## config.mk

```make
export PLATFORM = sky130hd
export DESIGN_NAME = pdm_stereo_rx
export DESIGN_NICKNAME = d
export VERILOG_FILES = /design/src/rtl/pdm_mic_pkg.sv /design/src/rtl/pdm_clk_div.sv /design/src/rtl/pdm_ones_acc.sv /design/src/rtl/pdm_fs_map.sv /design/src/rtl/pdm_stereo_rx.sv
export SDC_FILE = /design/constraint.sdc
export NUM_CORES = 1
export LEC_CHECK = 0
export BUFFER_PORTS_ARGS = -buffer_cell sky130_fd_sc_hd__clkbuf_2
export CAP_MARGIN = 20
export CORE_MARGIN = 2
export CORE_UTILIZATION = 48
export DETAILED_ROUTE_END_ITERATION = 8
export PLACE_DENSITY = 0.76
export SLEW_MARGIN = 15
export SYNTH_ARGS = -nofsm -noshare
export SYNTH_HDL_FRONTEND = slang
export SYNTH_SLANG_ARGS = --single-unit
```

## constraint.sdc

```tcl
create_clock -name clk_i -period 2.5 [get_ports clk_i]
set_clock_uncertainty 0.05 [all_clocks]
set_input_delay 0 -clock clk_i [delete_from_list [all_inputs] [get_ports clk_i]]
set_output_delay 0 -clock clk_i [all_outputs]
set_load 0.1 [all_outputs]
```

## src/rtl/pdm_mic_pkg.sv

```systemverilog
package pdm_mic_pkg;

    // Channel slot indices used for the per-channel generate
    typedef enum logic {
        CH_LEFT  = 1'b0,
        CH_RIGHT = 1'b1
    } pdm_chan_e;

    localparam int PDM_NUM_CH = 2;

endpackage

```

## src/rtl/pdm_clk_div.sv

```systemverilog
module pdm_clk_div #(
    parameter int CLK_DIV = 8
) (
    input  logic clk_i,
    input  logic rst_i,
    input  logic en_i,
    output logic mclk_o,
    output logic cap_o,
    output logic phase_o
);
    localparam int HALF = CLK_DIV / 2;
    localparam int CW   = (HALF > 1) ? $clog2(HALF) : 1;

    typedef struct packed {
        logic [CW-1:0] cnt;
        logic          mclk;
    } div_state_t;

    localparam div_state_t DIV_RESET = '{cnt: '0, mclk: 1'b0};

    div_state_t st_d, st_q;
    logic       half_end;

    assign half_end = (st_q.cnt == CW'(HALF - 1));

    always_comb begin
        st_d = st_q;
        if (!en_i) begin
            st_d.cnt  = '0;
            st_d.mclk = 1'b0;
        end else if (half_end) begin
            st_d.cnt  = '0;
            st_d.mclk = ~st_q.mclk;
        end else begin
            st_d.cnt = st_q.cnt + CW'(1);
        end
    end

    always_ff @(posedge clk_i) begin
        if (rst_i) st_q <= DIV_RESET;
        else       st_q <= st_d;
    end

    assign mclk_o  = st_q.mclk;
    assign cap_o   = en_i && half_end;
    assign phase_o = st_q.mclk;

endmodule

```

## src/rtl/pdm_ones_acc.sv

```systemverilog
module pdm_ones_acc #(
    parameter int DEC = 64
) (
    input  logic                     clk_i,
    input  logic                     rst_i,
    input  logic                     clear_i,
    input  logic                     add_i,
    input  logic                     bit_i,
    input  logic                     flush_i,
    output logic [$clog2(DEC+1)-1:0] total_o
);
    localparam int CW = $clog2(DEC + 1);

    typedef struct packed {
        logic [CW-1:0] ones;
    } acc_state_t;

    acc_state_t st_d, st_q;

    // Running count including a bit being taken on this very cycle
    assign total_o = st_q.ones + CW'(add_i && bit_i);

    always_comb begin
        st_d = st_q;
        if (clear_i || flush_i) st_d.ones = '0;
        else if (add_i)         st_d.ones = total_o;
    end

    always_ff @(posedge clk_i) begin
        if (rst_i) st_q <= '0;
        else       st_q <= st_d;
    end

endmodule

```

## src/rtl/pdm_fs_map.sv

```systemverilog
module pdm_fs_map #(
    parameter int DEC   = 64,
    parameter int OUT_W = 24
) (
    input  logic [$clog2(DEC+1)-1:0] count_i,
    output logic [OUT_W-1:0]         sample_o
);
    localparam int DBITS = $clog2(DEC);
    localparam int SHIFT = OUT_W - DBITS;

    logic             sat;
    logic [OUT_W-1:0] body;

    // count == DEC is the only value with the top bit set (DEC a power of two)
    assign sat  = count_i[DBITS];
    assign body = {count_i[DBITS-1:0], {SHIFT{1'b0}}};

    always_comb begin
        if (sat) sample_o = {1'b0, {(OUT_W-1){1'b1}}};
        else     sample_o = {~body[OUT_W-1], body[OUT_W-2:0]};
    end

endmodule

```

## src/rtl/pdm_stereo_rx.sv

```systemverilog
module pdm_stereo_rx
    import pdm_mic_pkg::*;
#(
    parameter int CLK_DIV = 8,
    parameter int DEC     = 64,
    parameter int OUT_W   = 24
) (
    input  logic             clk_i,
    input  logic             rst_i,
    input  logic             clk_en_i,
    input  logic             pol_i,
    input  logic             pdm_data_i,
    output logic             pdm_clk_o,
    output logic [OUT_W-1:0] left_o,
    output logic [OUT_W-1:0] right_o,
    output logic             valid_o
);
    localparam int SLOTS = 2 * DEC;
    localparam int SW    = $clog2(SLOTS);
    localparam int CW    = $clog2(DEC + 1);

    typedef struct packed {
        logic [SW-1:0]    slot;
        logic             pol;
        logic [OUT_W-1:0] left;
        logic [OUT_W-1:0] right;
        logic             valid;
    } rx_state_t;

    localparam rx_state_t RX_RESET = '{slot: '0, pol: 1'b0, left: '0, right: '0, valid: 1'b0};

    rx_state_t st_d, st_q;

    logic             cap;
    logic             phase;
    logic             frame_end;
    logic             pol_q;
    logic [CW-1:0]    total    [PDM_NUM_CH];
    logic [OUT_W-1:0] mapped   [PDM_NUM_CH];

    assign pol_q     = st_q.pol;
    assign frame_end = cap && (st_q.slot == SW'(SLOTS - 1));

    pdm_clk_div #(.CLK_DIV(CLK_DIV)) u_div (
        .clk_i   (clk_i),
        .rst_i   (rst_i),
        .en_i    (clk_en_i),
        .mclk_o  (pdm_clk_o),
        .cap_o   (cap),
        .phase_o (phase)
    );

    for (genvar ch = 0; ch < PDM_NUM_CH; ch++) begin : g_ch
        logic take;
        // Left owns the half whose level equals the polarity in use
        if (ch == int'(CH_LEFT)) begin : g_left
            assign take = cap && (phase == st_q.pol);
        end else begin : g_right
            assign take = cap && (phase != st_q.pol);
        end

        pdm_ones_acc #(.DEC(DEC)) u_acc (
            .clk_i   (clk_i),
            .rst_i   (rst_i),
            .clear_i (!clk_en_i),
            .add_i   (take),
            .bit_i   (pdm_data_i),
            .flush_i (frame_end),
            .total_o (total[ch])
        );

        pdm_fs_map #(.DEC(DEC), .OUT_W(OUT_W)) u_map (
            .count_i  (total[ch]),
            .sample_o (mapped[ch])
        );
    end

    always_comb begin
        st_d       = st_q;
        st_d.valid = 1'b0;
        if (!clk_en_i) begin
            st_d.slot = '0;
            st_d.pol  = pol_i;
        end else if (frame_end) begin
            st_d.slot  = '0;
            st_d.pol   = pol_i;
            st_d.left  = mapped[int'(CH_LEFT)];
            st_d.right = mapped[int'(CH_RIGHT)];
            st_d.valid = 1'b1;
        end else if (cap) begin
            st_d.slot = st_q.slot + SW'(1);
        end
    end

    always_ff @(posedge clk_i) begin
        if (rst_i) st_q <= RX_RESET;
        else       st_q <= st_d;
    end

    assign left_o  = st_q.left;
    assign right_o = st_q.right;
    assign valid_o = st_q.valid;

endmodule

```

==> run metrics, run 1 <==
status=complete, no violations; cells along the critical path=ha_1 > and2_4 > and3_1 > ha_1 > ha_1 > nand3_2 > or3_1 > and3_2 > a211oi_2; maximum root-to-sink buffer count=2; Avg Vias per Cell=5.09; maximum number of pins on one net before global-route repair=21; clock latency on the worst-skew pair=0.28 ns; ANT cells=0; CP Capture Type=flop; num rows=24; crit path time final=2.28 ns; Synth Area in Simple Gates=19.5%; PwrDens=484 nW/um^2; RR Startpoint=u_div.st_q[1]; Worst slew margin=between 60% and 70%; Sw Ratio=21.7%; total of max-cap violations=0; final hold violations=0; First DRT Iteration DRCs=68; Chip Width=71.5 um; Final setup viols=0; Synth async-reset ratio=0%; highest clock rate=between 400 and 500 MHz; Critical Path Start=u_div.st_q[1]; Most Frequent Cell on Critical Path=ha_1; worst hold path startpoint=clk_en_i; CORE AREA=around 4400 sq um; I/O pin cnt=55; crit share post-route=91.1%; flip-flop and latch count after synthesis=40; clock edge transition at the registers on the reported setup and hold paths=around 0.070 ns; Gate Count Post-Synth=249; mux cell area share after synthesis=0.915%; leakage=between 0.9 and 1 nW; layout cells sized above 1=35.2%; Synth cell types=31; yosys warns=0; Final Core Density=52.7%; critical path fanouts, max=6; TritonCTS clock tree=built; Placed Cells=307; sequential area share after synthesis=36.6%; part of the power in registers=57.3%; die height=approximately 72 um; Mapped Nets=260; WS Path Type=flop to flop; Post-Syn Area=2190 sq um; largest family of logic cells by synthesized area=buffers and inverters; Buf/Inv on CP=0; # Post-CTS Setup Buffers=0; GPL Wtd Cong=about 0.8; DRC violation count after routing=0; Final nets=around 270; initial cell density of the core=between 40% and 50%; CTS HTree Levels=2; peak supply drop=0.303 mV; Post-synth EDFFs=0; top_reg_cell synth=dfxtp_1; Wirelength per Cell=11.4 um; DPL Wire Length=approximately 2.6 mm; Synth Area in Compound Gates=10.2%; synthesis-to-layout area growth=5.66%; total grt overflow=0; PortBufs=54; Data arrival, critical path=about 2.4 ns; total die area=5110 sq um; # fillers=408; critical path data required time=between 2 and 3 ns; first-pass GRT wire length=6.49 mm; drt first pass iters=4; clock sinks=40; Setup WS post-layout=0.223 ns; vias in the first global route=1422; WL final=3.61 mm; Worst Hold Slack=0.0814 ns; Hold/Removal Path Class=input pin to flop; Largest stage delay, worst path=0.35 ns; Clk pwr share=39.5%; Final ANT Viol Nets=0; initial antenna violation count=0; Synth Area in XOR/XNOR=9.61%; P_sw=between 0.0002 and 0.00025 W; internal power=0.000876 W; fin cells=316; Gate power share=under 10%; Startpoint Class=flop; Mean Syn Cell Area=8.78 sq um; Slowest cell on crit path=dfxtp_1; unrepaired setup endpoints after global routing=no; via count=1610; worst slew pin tran=~0.54 ns; pre-CTS setup slack=about 0.19 ns; CP delay by family, top=simple AND/OR/NAND/NOR gates; CTS root buf=clkbuf_8; GRT Overall Usage=~16%; worst reg-to-reg setup slack=0.22 ns; CTS Buf Count=5; Synth Area in Adders=between 3 and 4%; Final Max Tran Viols=0
==> final timing paths <==
kind                        end  depth (start not counted)
setup / recovery     left_o[19]                          9
hold / removal     u_div.mclk_o                          3
hold reg to reg   u_div.st_q[1]                          1
setup reg to reg     left_o[19]                          9
==> flip-flops by register name, indices dropped and copies added (netlist names) <==
signal / cells
valid_o: 1
st_q: 7
u_div.mclk_o: 1
pol_q: 1
left_o: 7
g_ch.u_acc.st_q: 14
u_div.st_q: 2
right_o: 7
==> synthesized netlist by cell type, drive strengths merged (2+ instances only) <==
| cell | n | area (sq um) |
|---|---|---|
| a211oi | 10 | 125 |
| a21oi | 6 | 30.0 |
| and3 | 5 | 31.3 |
| buf | 53 | 398 |
| clkbuf | 5 | 18.8 |
| dfxtp | 40 | 801 |
| ha | 6 | 75.1 |
| inv | 4 | 15.0 |
| mux2i | 2 | 20.0 |
| nand2 | 14 | 52.6 |
| nand3 | 7 | 45.0 |
| nand4 | 3 | 18.8 |
| nor2 | 34 | 128 |
| nor3 | 11 | 60.1 |
| nor3b | 3 | 22.5 |
| nor4 | 5 | 31.3 |
| o21ai | 7 | 35.0 |
| or3 | 3 | 18.8 |
| xnor2 | 14 | 123 |
| xor2 | 10 | 87.6 |
==> routing by layer <==
layer  part of all wire [%]  GRT usage, %  up-vias  wire length (um)
met2                     44          24.9       54              1590
met5                      0             0        -                 0
met4                   0.33          3.14        0                12
met3                    6.8          4.64        2               245
li1                       -             -      818                 -
met1                     49          21.3      736              1760
==> timing repair <==
action	CTS	global route
resized for setup	0	3
hold endpoints to repair	1	0
setup endpoints to repair	0	6
hold buffers	1	0
==> through the flow <==
| stage | area (sq um) | power [W] | TNS [ns] |
|---|---|---|---|
| 4_1_cts | 2310 | 0.00113 | 0 |
| 3_5_place_dp | 2200 | 0.000689 | 0 |
| 6_report | 2310 | 0.00112 | 0 |
| 3_3_place_gp | 2200 | 0.000689 | 0 |
| 2_1_floorplan | 2210 | 0.000677 | -0.00848 |
| 5_1_grt | 2310 | 0.00117 | 0 |
==> cell families (layout without fill, tap and decap cells) <==
group / after synthesis / count (layout)
and+or+nand+nor: 88 / 88
buffers and inverters: 62 / 77
xor gates and xnor gates: 24 / 24
muxes: 2 / 2
DFF: 40 / 40
adders and majority gates: 6 / 6
AOI/OAI and AO/OA: 27 / 27
==> placed cells by master, fill, tap and decap left out, types with 5 or more instances in the layout <==
cell type / instances
xor2_1: 9
dfxtp_1: 39
o21ai_0: 7
buf_4: 10
clkbuf_8: 6
ha_1: 6
nand3_1: 5
xnor2_1: 13
nand2_1: 14
nor3_1: 10
a21oi_1: 6
nor2_1: 34
clkbuf_2: 54
a211oi_2: 10
nor4_1: 5
==> power groups by stage <==
stage               Clock (W)  Sequential (W)  Combinational, W
finish               0.000442        0.000641         0.0000357
CTS                  0.000457        0.000641         0.0000355
floorplan                   0        0.000656         0.0000218
global placement            0        0.000655         0.0000337
detailed placement          0        0.000656         0.0000339
global route         0.000488        0.000641         0.0000392
==> worst register-to-register path, delay by kind of cell, from the launching register on <==
family	cells	cell delay (ns)
adder cells (fa/ha/maj)	3	0.53
flip-flops	1	0.35
AND/OR/NAND/NOR	5	1.02
AO/OA/AOI/OAI	1	0.23
==> final cells by class <==
| cell class | instances | area, sq um | share of cell area (%) |
|---|---|---|---|
| clock buffer | 6 | 82.6 | 3.57 |
| sequential | 40 | 805 | 34.8 |
| multi-input combinational | 147 | 975 | 42.2 |
| timing repair buffer | 65 | 355 | 15.4 |
| inverter | 4 | 15.0 | 0.650 |
| tap | 52 | 65.1 | 2.82 |
| clock inverter | 2 | 13.8 | 0.596 |
No activity file was read; power rests on OpenSTA's default activity.
==> run 2: changes to the inputs <==
- ABC_AREA: default -> 1
==> run metrics, run 2 <==
Final setup viols=0 (unchanged); hold-critical path depth=3 (unchanged); leakage=1.07 nW (+15%); CTS HTree Levels=2 (unchanged); Largest stage delay, worst path=0.36 ns (about the same); total die area=5050 sq um (-1.3%); Worst slew margin=64.0% (+0.19 points); max reg flops=14 (unchanged); commonest non-fill, non-tap cell in the layout=clkbuf_2; clock latency on the worst-skew pair=0.29 ns (about the same); # fillers=440 (+7.8%); worst slew pin tran=0.542 ns (-0.00279 ns); peak supply drop=0.263 mV (-13%); cells along the critical path=ha_4 > nand2_2 > inv_4 > nand2_4 > nor2_1 > ha_2 > ha_1 > inv_1 > nor2_2 > nand4_1 > nand2_2 > nand2_1 > nor2_1 > nor2_1; crit share post-route=90.6% (-0.46 points); Final Max Tran Viols=0 (unchanged); Data arrival, critical path=2.40 ns (-0.02 ns); worst reg-to-reg setup slack=0.23 ns (about the same); clock edge transition at the registers on the reported setup and hold paths=0.07 ns (about the same); Most Frequent Cell on Critical Path=nor2_1; Avg Vias per Cell=4.86 (-4.7%); WS Path Type=flop to flop; RR Startpoint=u_div.st_q[2]; unrepaired setup endpoints after global routing=no; top_reg_cell synth=dfxtp_1; top cells by area, synth=dfxtp_1 (37%), buf_4 (17%), nand2_1 (8.9%); GRT Overall Usage=15.4% (-0.25 points); most frequent cells in the layout=clkbuf_2 (54), nand2_1 (50), dfxtp_1 (38); Gate Count Post-Synth=284 (+14%); first-pass GRT wire length=6.19 mm (-4.6%); initial antenna violation count=0 (unchanged); via count=1700 (+5.6%); Startpoint Class=flop; status=complete, no violations; Yosys top cell by area=dfxtp_1; maximum number of pins on one net before global-route repair=22 (+4.8%); ANT cells=0 (unchanged); top-count cell post-synth=nand2_1; total of max-cap violations=0 (unchanged); maximum root-to-sink buffer count=2 (unchanged); final hold violations=0 (unchanged); total power=0.00107 W (-4.1%); total grt overflow=0 (unchanged); Mean Syn Cell Area=7.60 sq um (-14%); WL final=3.68 mm (+1.8%); Post-synth EDFFs=0 (unchanged); I/O pin cnt=55 (unchanged); CP Capture Type=flop; sequential area share after synthesis=37.1% (+0.51 points); vias in the first global route=1496 (+5.2%); Slowest cell on crit path=dfxtp_1; TritonCTS clock tree=built; num rows=24 (unchanged); worst-case reg-to-reg path depth=14 (+5); critical path data required time=2.64 ns (about the same); Synth cell types=28 (-9.7%); Final ANT Viol Nets=0 (unchanged); DPL Wire Length=2.72 mm (+4.2%); synthesis-to-layout area growth=4.87%; Hold/Removal Path Class=input pin to flop; crit path time final=2.27 ns (-0.0115 ns); yosys warns=0 (unchanged); Wirelength per Cell=10.5 um (-8.1%); top cells by instance count after synthesis=nand2_1 (51), buf_4 (48), dfxtp_1 (40), a21oi_1 (27), inv_1 (26); drt first pass iters=4 (unchanged); flip-flop and latch count after synthesis=40 (unchanged); highest clock rate=441 MHz (+0.51%); hold endpoint=u_div.mclk_o; clock sinks=40 (unchanged); CORE AREA=4350 sq um (-0.68%); GPL Wtd Cong=0.921 (+14%); # Post-CTS Setup Buffers=0 (unchanged); critical path fanouts, max=9 (+3); Chip Width=71.0 um (-0.65%); CTS Buf Count=5 (unchanged); initial cell density of the core=49.5% (-0.35 points); Final nets=309 (+13%); layout cells sized above 1=28.2% (-7.0 points); PwrDens=474 nW/um^2 (-2.0%); PortBufs=54 (unchanged); CTS root buf=clkbuf_8; DRC violation count after routing=0 (unchanged); post-synth top area share=37.1% (+0.51 points); worst hold path startpoint=clk_en_i; die height=71.0 um (-0.65%); Post-Syn Area=2160 sq um (-1.4%); Synth async-reset ratio=0% (unchanged); Mapped Nets=295 (+13%); Crit Reg-Reg Endpoint=left_o[20]; First DRT Iteration DRCs=35 (-49%); Largest Register=g_ch.u_acc.st_q; Fin Setup TNS=0 ns (unchanged)
run 2: cell families (layout without fill, tap and decap cells):
| family | after synthesis | after routing | share of synthesized area [%] |
|---|---|---|---|
| adders and majority gates | 6 | 6 | 3.48 |
| DFF | 40 | 40 | 37.1 |
| buffers and inverters | 82 | 96 | 23.7 |
| AOI/OAI and AO/OA | 45 | 45 | 10.8 |
| and+or+nand+nor | 101 | 101 | 20.8 |
| xor gates and xnor gates | 10 | 10 | 4.06 |
run 2: worst max-delay path, delay by kind of cell (launching register included):
kind                       cells  cell delay (ns)
adders and majority gates      3             0.53
buffers and inverters          2             0.18
DFF                            1             0.36
and+or+nand+nor                9             1.04
run 2: metrics by stage:
stage | hold slack [ns] | area (sq um) | cells | utilization [%] | setup slack, ns
3_5_place_dp | 0.238 | 2120 | 340 | 48.6 | 0.0493
5_1_grt | 0.0251 | 2260 | 350 | 52.0 | 0.0232
6_report | 0.0114 | 2260 | 350 | 52.0 | 0.235
4_1_cts | 0.00940 | 2230 | 350 | 51.1 | 0.0395
2_1_floorplan | 0.106 | 2160 | 284 | - | 0.178
3_3_place_gp | 0.227 | 2120 | 340 | 48.6 | 0.157
run 2: final cells by class:
class / count / area [sq um] / area share (%)
clock buffer: 6 / 72.6 / 3.21
clock inverter: 1 / 5.00 / 0.221
inverter: 30 / 120 / 5.31
multi-input combinational: 162 / 878 / 38.8
sequential: 40 / 806 / 35.6
tap: 52 / 65.1 / 2.88
timing repair buffer: 59 / 315 / 13.9
run 2: routing by layer:
metal  GRT usage (%)  share of wire (%)
met1            18.7                 46
met3            4.27                6.4
met2            25.9                 46
met5               0                  0
met4            6.29                1.8
run 2: power by group:
group | switching, W | internal [W]
registers | 0.00000299 | 0.000639
logic | 0.0000191 | 0.0000128
clock network | 0.000209 | 0.000190
run 2: how the worst max path moves through the flow:
stage,start,endpoint
2_1_floorplan,u_div.mclk_o,right_o[21]
3_5_place_dp,u_div.st_q[1],left_o[19]
5_1_grt,u_div.st_q[2],left_o[19]
3_3_place_gp,u_div.st_q[1],left_o[19]
6_report,u_div.st_q[2],left_o[20]
4_1_cts,u_div.st_q[1],left_o[19]
run 2: repair_timing:
item | in CTS | in global routing
hold endpoints to repair | 2 | 0
hold buffers | 3 | 0
endpoints found under the setup margin | 0 | 11
resized for setup | 0 | 10
==> run 3: changes to the inputs <==
- ABC_AREA: 1 -> default
- CORE_UTILIZATION: 48 -> 50
- PLACE_DENSITY: 0.76 -> 0.73
- SYNTH_HIERARCHICAL: default -> 1
==> run metrics, run 3 <==
Avg Vias per Cell=5.83 (+20%); top_reg_cell synth=dfxtp_1; Hold/Removal Path Class=input pin to flop; sequential area share after synthesis=36.1% (-1.1 points); clock sinks=74 (+85%); top cells by instance count after synthesis=buf_4 (90), dfxtp_1 (74), nand4_1 (58), a21oi_1 (54), o31ai_1 (49); initial antenna violation count=0 (unchanged); worst reg-to-reg setup slack=0.17 ns (-0.06 ns); critical path data required time=2.72 ns (+0.08 ns); via count=3136 (+84%); maximum number of pins on one net before global-route repair=52 (+140%); Final Max Tran Viols=0 (unchanged); commonest non-fill, non-tap cell in the layout=dfxtp_1; CORE AREA=8090 sq um (+86%); initial cell density of the core=50.8% (+1.2 points); flip-flop and latch count after synthesis=74 (+85%); # fillers=792 (+80%); ANT cells=0 (unchanged); DRC violation count after routing=0 (unchanged); Worst slew margin=59.9% (-4.1 points); Area after DPL=3910 sq um (+85%); total die area=8960 sq um (+78%); worst slew pin tran=0.601 ns (+0.0590 ns); critical path fanouts, max=17 (+8); Synth cell types=34 (+21%); CP Capture Type=flop; Post-Syn Area=4110 sq um (+90%); WS Path Type=flop to flop; clock latency on the worst-skew pair=0.34 ns (+0.05 ns); Mapped Nets=491 (+66%); Post-synth EDFFs=0 (unchanged); total of max-cap violations=0 (unchanged); Startpoint Class=flop; crit share post-route=93.2% (+2.6 points); Data arrival, critical path=2.55 ns (+0.15 ns); most frequent cells in the layout=dfxtp_1 (71), nand4_1 (58), a21oi_1 (54), clkbuf_2 (54), o31ai_1 (49); crit path time final=2.33 ns (+0.0643 ns); WL final=8.64 mm (+140%); unrepaired setup endpoints after global routing=no; PwrDens=561 nW/um^2 (+18%); final hold violations=0 (unchanged); maximum root-to-sink buffer count=2 (unchanged); PortBufs=54 (unchanged); first-pass GRT wire length=14.2 mm (+130%); CTS root buf=clkbuf_8; yosys warns=6 (+6); top-count cell post-synth=buf_4; Gate Count Post-Synth=480 (+69%); fin area=4160 sq um (+84%); layout cells sized above 1=24.9% (-3.2 points); Final Core Density=51.4% (-0.52 points); I/O pin cnt=55 (unchanged); GRT Overall Usage=19.8% (+4.4 points); top cells by area, synth=dfxtp_1 (36%), buf_4 (16%), o31ai_1 (9.0%); Mean Syn Cell Area=8.56 sq um (+13%); highest clock rate=429 MHz (-2.8%); CTS Buf Count=9 (+4); DPL Wire Length=5.36 mm (+97%); drt first pass iters=4 (unchanged); leakage=1.44 nW (+35%); vias in the first global route=2918 (+95%); Synth async-reset ratio=0% (unchanged); peak supply drop=0.286 mV (+8.7%); num rows=33 (+38%); # Post-CTS Setup Buffers=0 (unchanged); clock edge transition at the registers on the reported setup and hold paths=0.08 ns (about the same); synthesis-to-layout area growth=1.34%; status=complete, no violations; TritonCTS clock tree=built; Final setup viols=0 (unchanged); Wirelength per Cell=16.1 um (+53%); post-synth top area share=36.1% (-1.1 points); CTS HTree Levels=3 (+1); Worst Hold Slack=0.123 ns (+0.111 ns); Fin Setup TNS=0 ns (unchanged); Final ANT Viol Nets=0 (unchanged); Chip Width=94.6 um (+33%); Final nets=439 (+42%); die height=94.6 um (+33%); First DRT Iteration DRCs=134 (+280%); GPL Wtd Cong=0.859 (-6.7%); total power=0.00233 W (+120%); total grt overflow=0 (unchanged); Yosys top cell by area=dfxtp_1
-- run 3: changes by cell type in the layout (fill, tap and decap cells not counted), moves of 7 or more --
cell / delta
clkbuf_8: +7
o31ai_1: +49
xor2_1: +8
buf_4: +10
or2_1: +10
inv_1: -24
nand4_1: +55
a21oi_1: +27
nand2_1: -47
o21ai_0: -8
dfxtp_1: +33
-- run 3: logic make-up (layout without fill, tap and decap cells) --
logic type	count (synthesis)	count (layout)	share of synthesized area, %
flops	74	74	36.1
compound gates	108	108	16.2
simple gates	130	130	18.5
fa+ha+maj	6	6	1.83
xor+xnor	22	22	4.69
mux	6	6	1.46
buf+inv	134	87	21.2
-- run 3: power by group --
group           total, W  internal [W]  switching, W
combinational  0.0000684     0.0000160     0.0000525
clock            0.00108      0.000643      0.000442
sequential       0.00118       0.00118    0.00000255
total            0.00233       0.00184      0.000497
-- run 3: area by class of cell --
type / instances / area, sq um / share of cell area (%)
multi-input cells: 272 / 1900 / 45.6
flip-flops and latches: 74 / 1490 / 35.7
repair buffers: 69 / 402 / 9.65
clock buffers: 12 / 165 / 3.97
well taps: 105 / 131 / 3.16
clock inverters: 4 / 72.6 / 1.74
inverters: 2 / 7.51 / 0.180
-- run 3: routing by layer --
layer / vias to the layer above / GRT usage [%] / share of wire (%)
met5: - / 0 / 0
met4: 0 / 7.85 / 1.3
met3: 10 / 4.63 / 5.1
met2: 70 / 32.2 / 48
met1: 1512 / 25.4 / 46
li1: 1544 / - / -
-- run 3: worst paths after layout --
check                              startpoint            end  cells past startpoint
worst max-delay path            u_div/st_q[2]     right_o[5]                     11
worst min register to register  u_div/st_q[1]  u_div/st_q[1]                      1
worst max register to register  u_div/st_q[2]     right_o[5]                     11
worst min-delay path                 clk_en_i       st_q[50]                      4
-- run 3: repair_timing --
action,CTS,global route
hold buffers,1,0
gates resized for setup,0,1
endpoints found under the hold margin,1,0
setup endpoints to repair,0,14
-- run 3: critical path, cell delays in order (launching register included) --
cell and delay (ns):
dfxtp_2 0.35, ha_4 0.15, and2_4 0.20, nor2b_1 0.19, and2_4 0.17, ha_4 0.15, ha_4 0.17, nand3_4 0.10
xnor2_4 0.26, buf_6 0.20, nand4_1 0.10, a21oi_1 0.16
-- run 3: through the flow --
stage / instances / setup WS (ns)
2_1_floorplan: 480 / -0.127
3_3_place_gp: 521 / 0.240
3_5_place_dp: 521 / 0.163
4_1_cts: 538 / 0.146
5_1_grt: 538 / 0.00412
6_report: 538 / 0.170
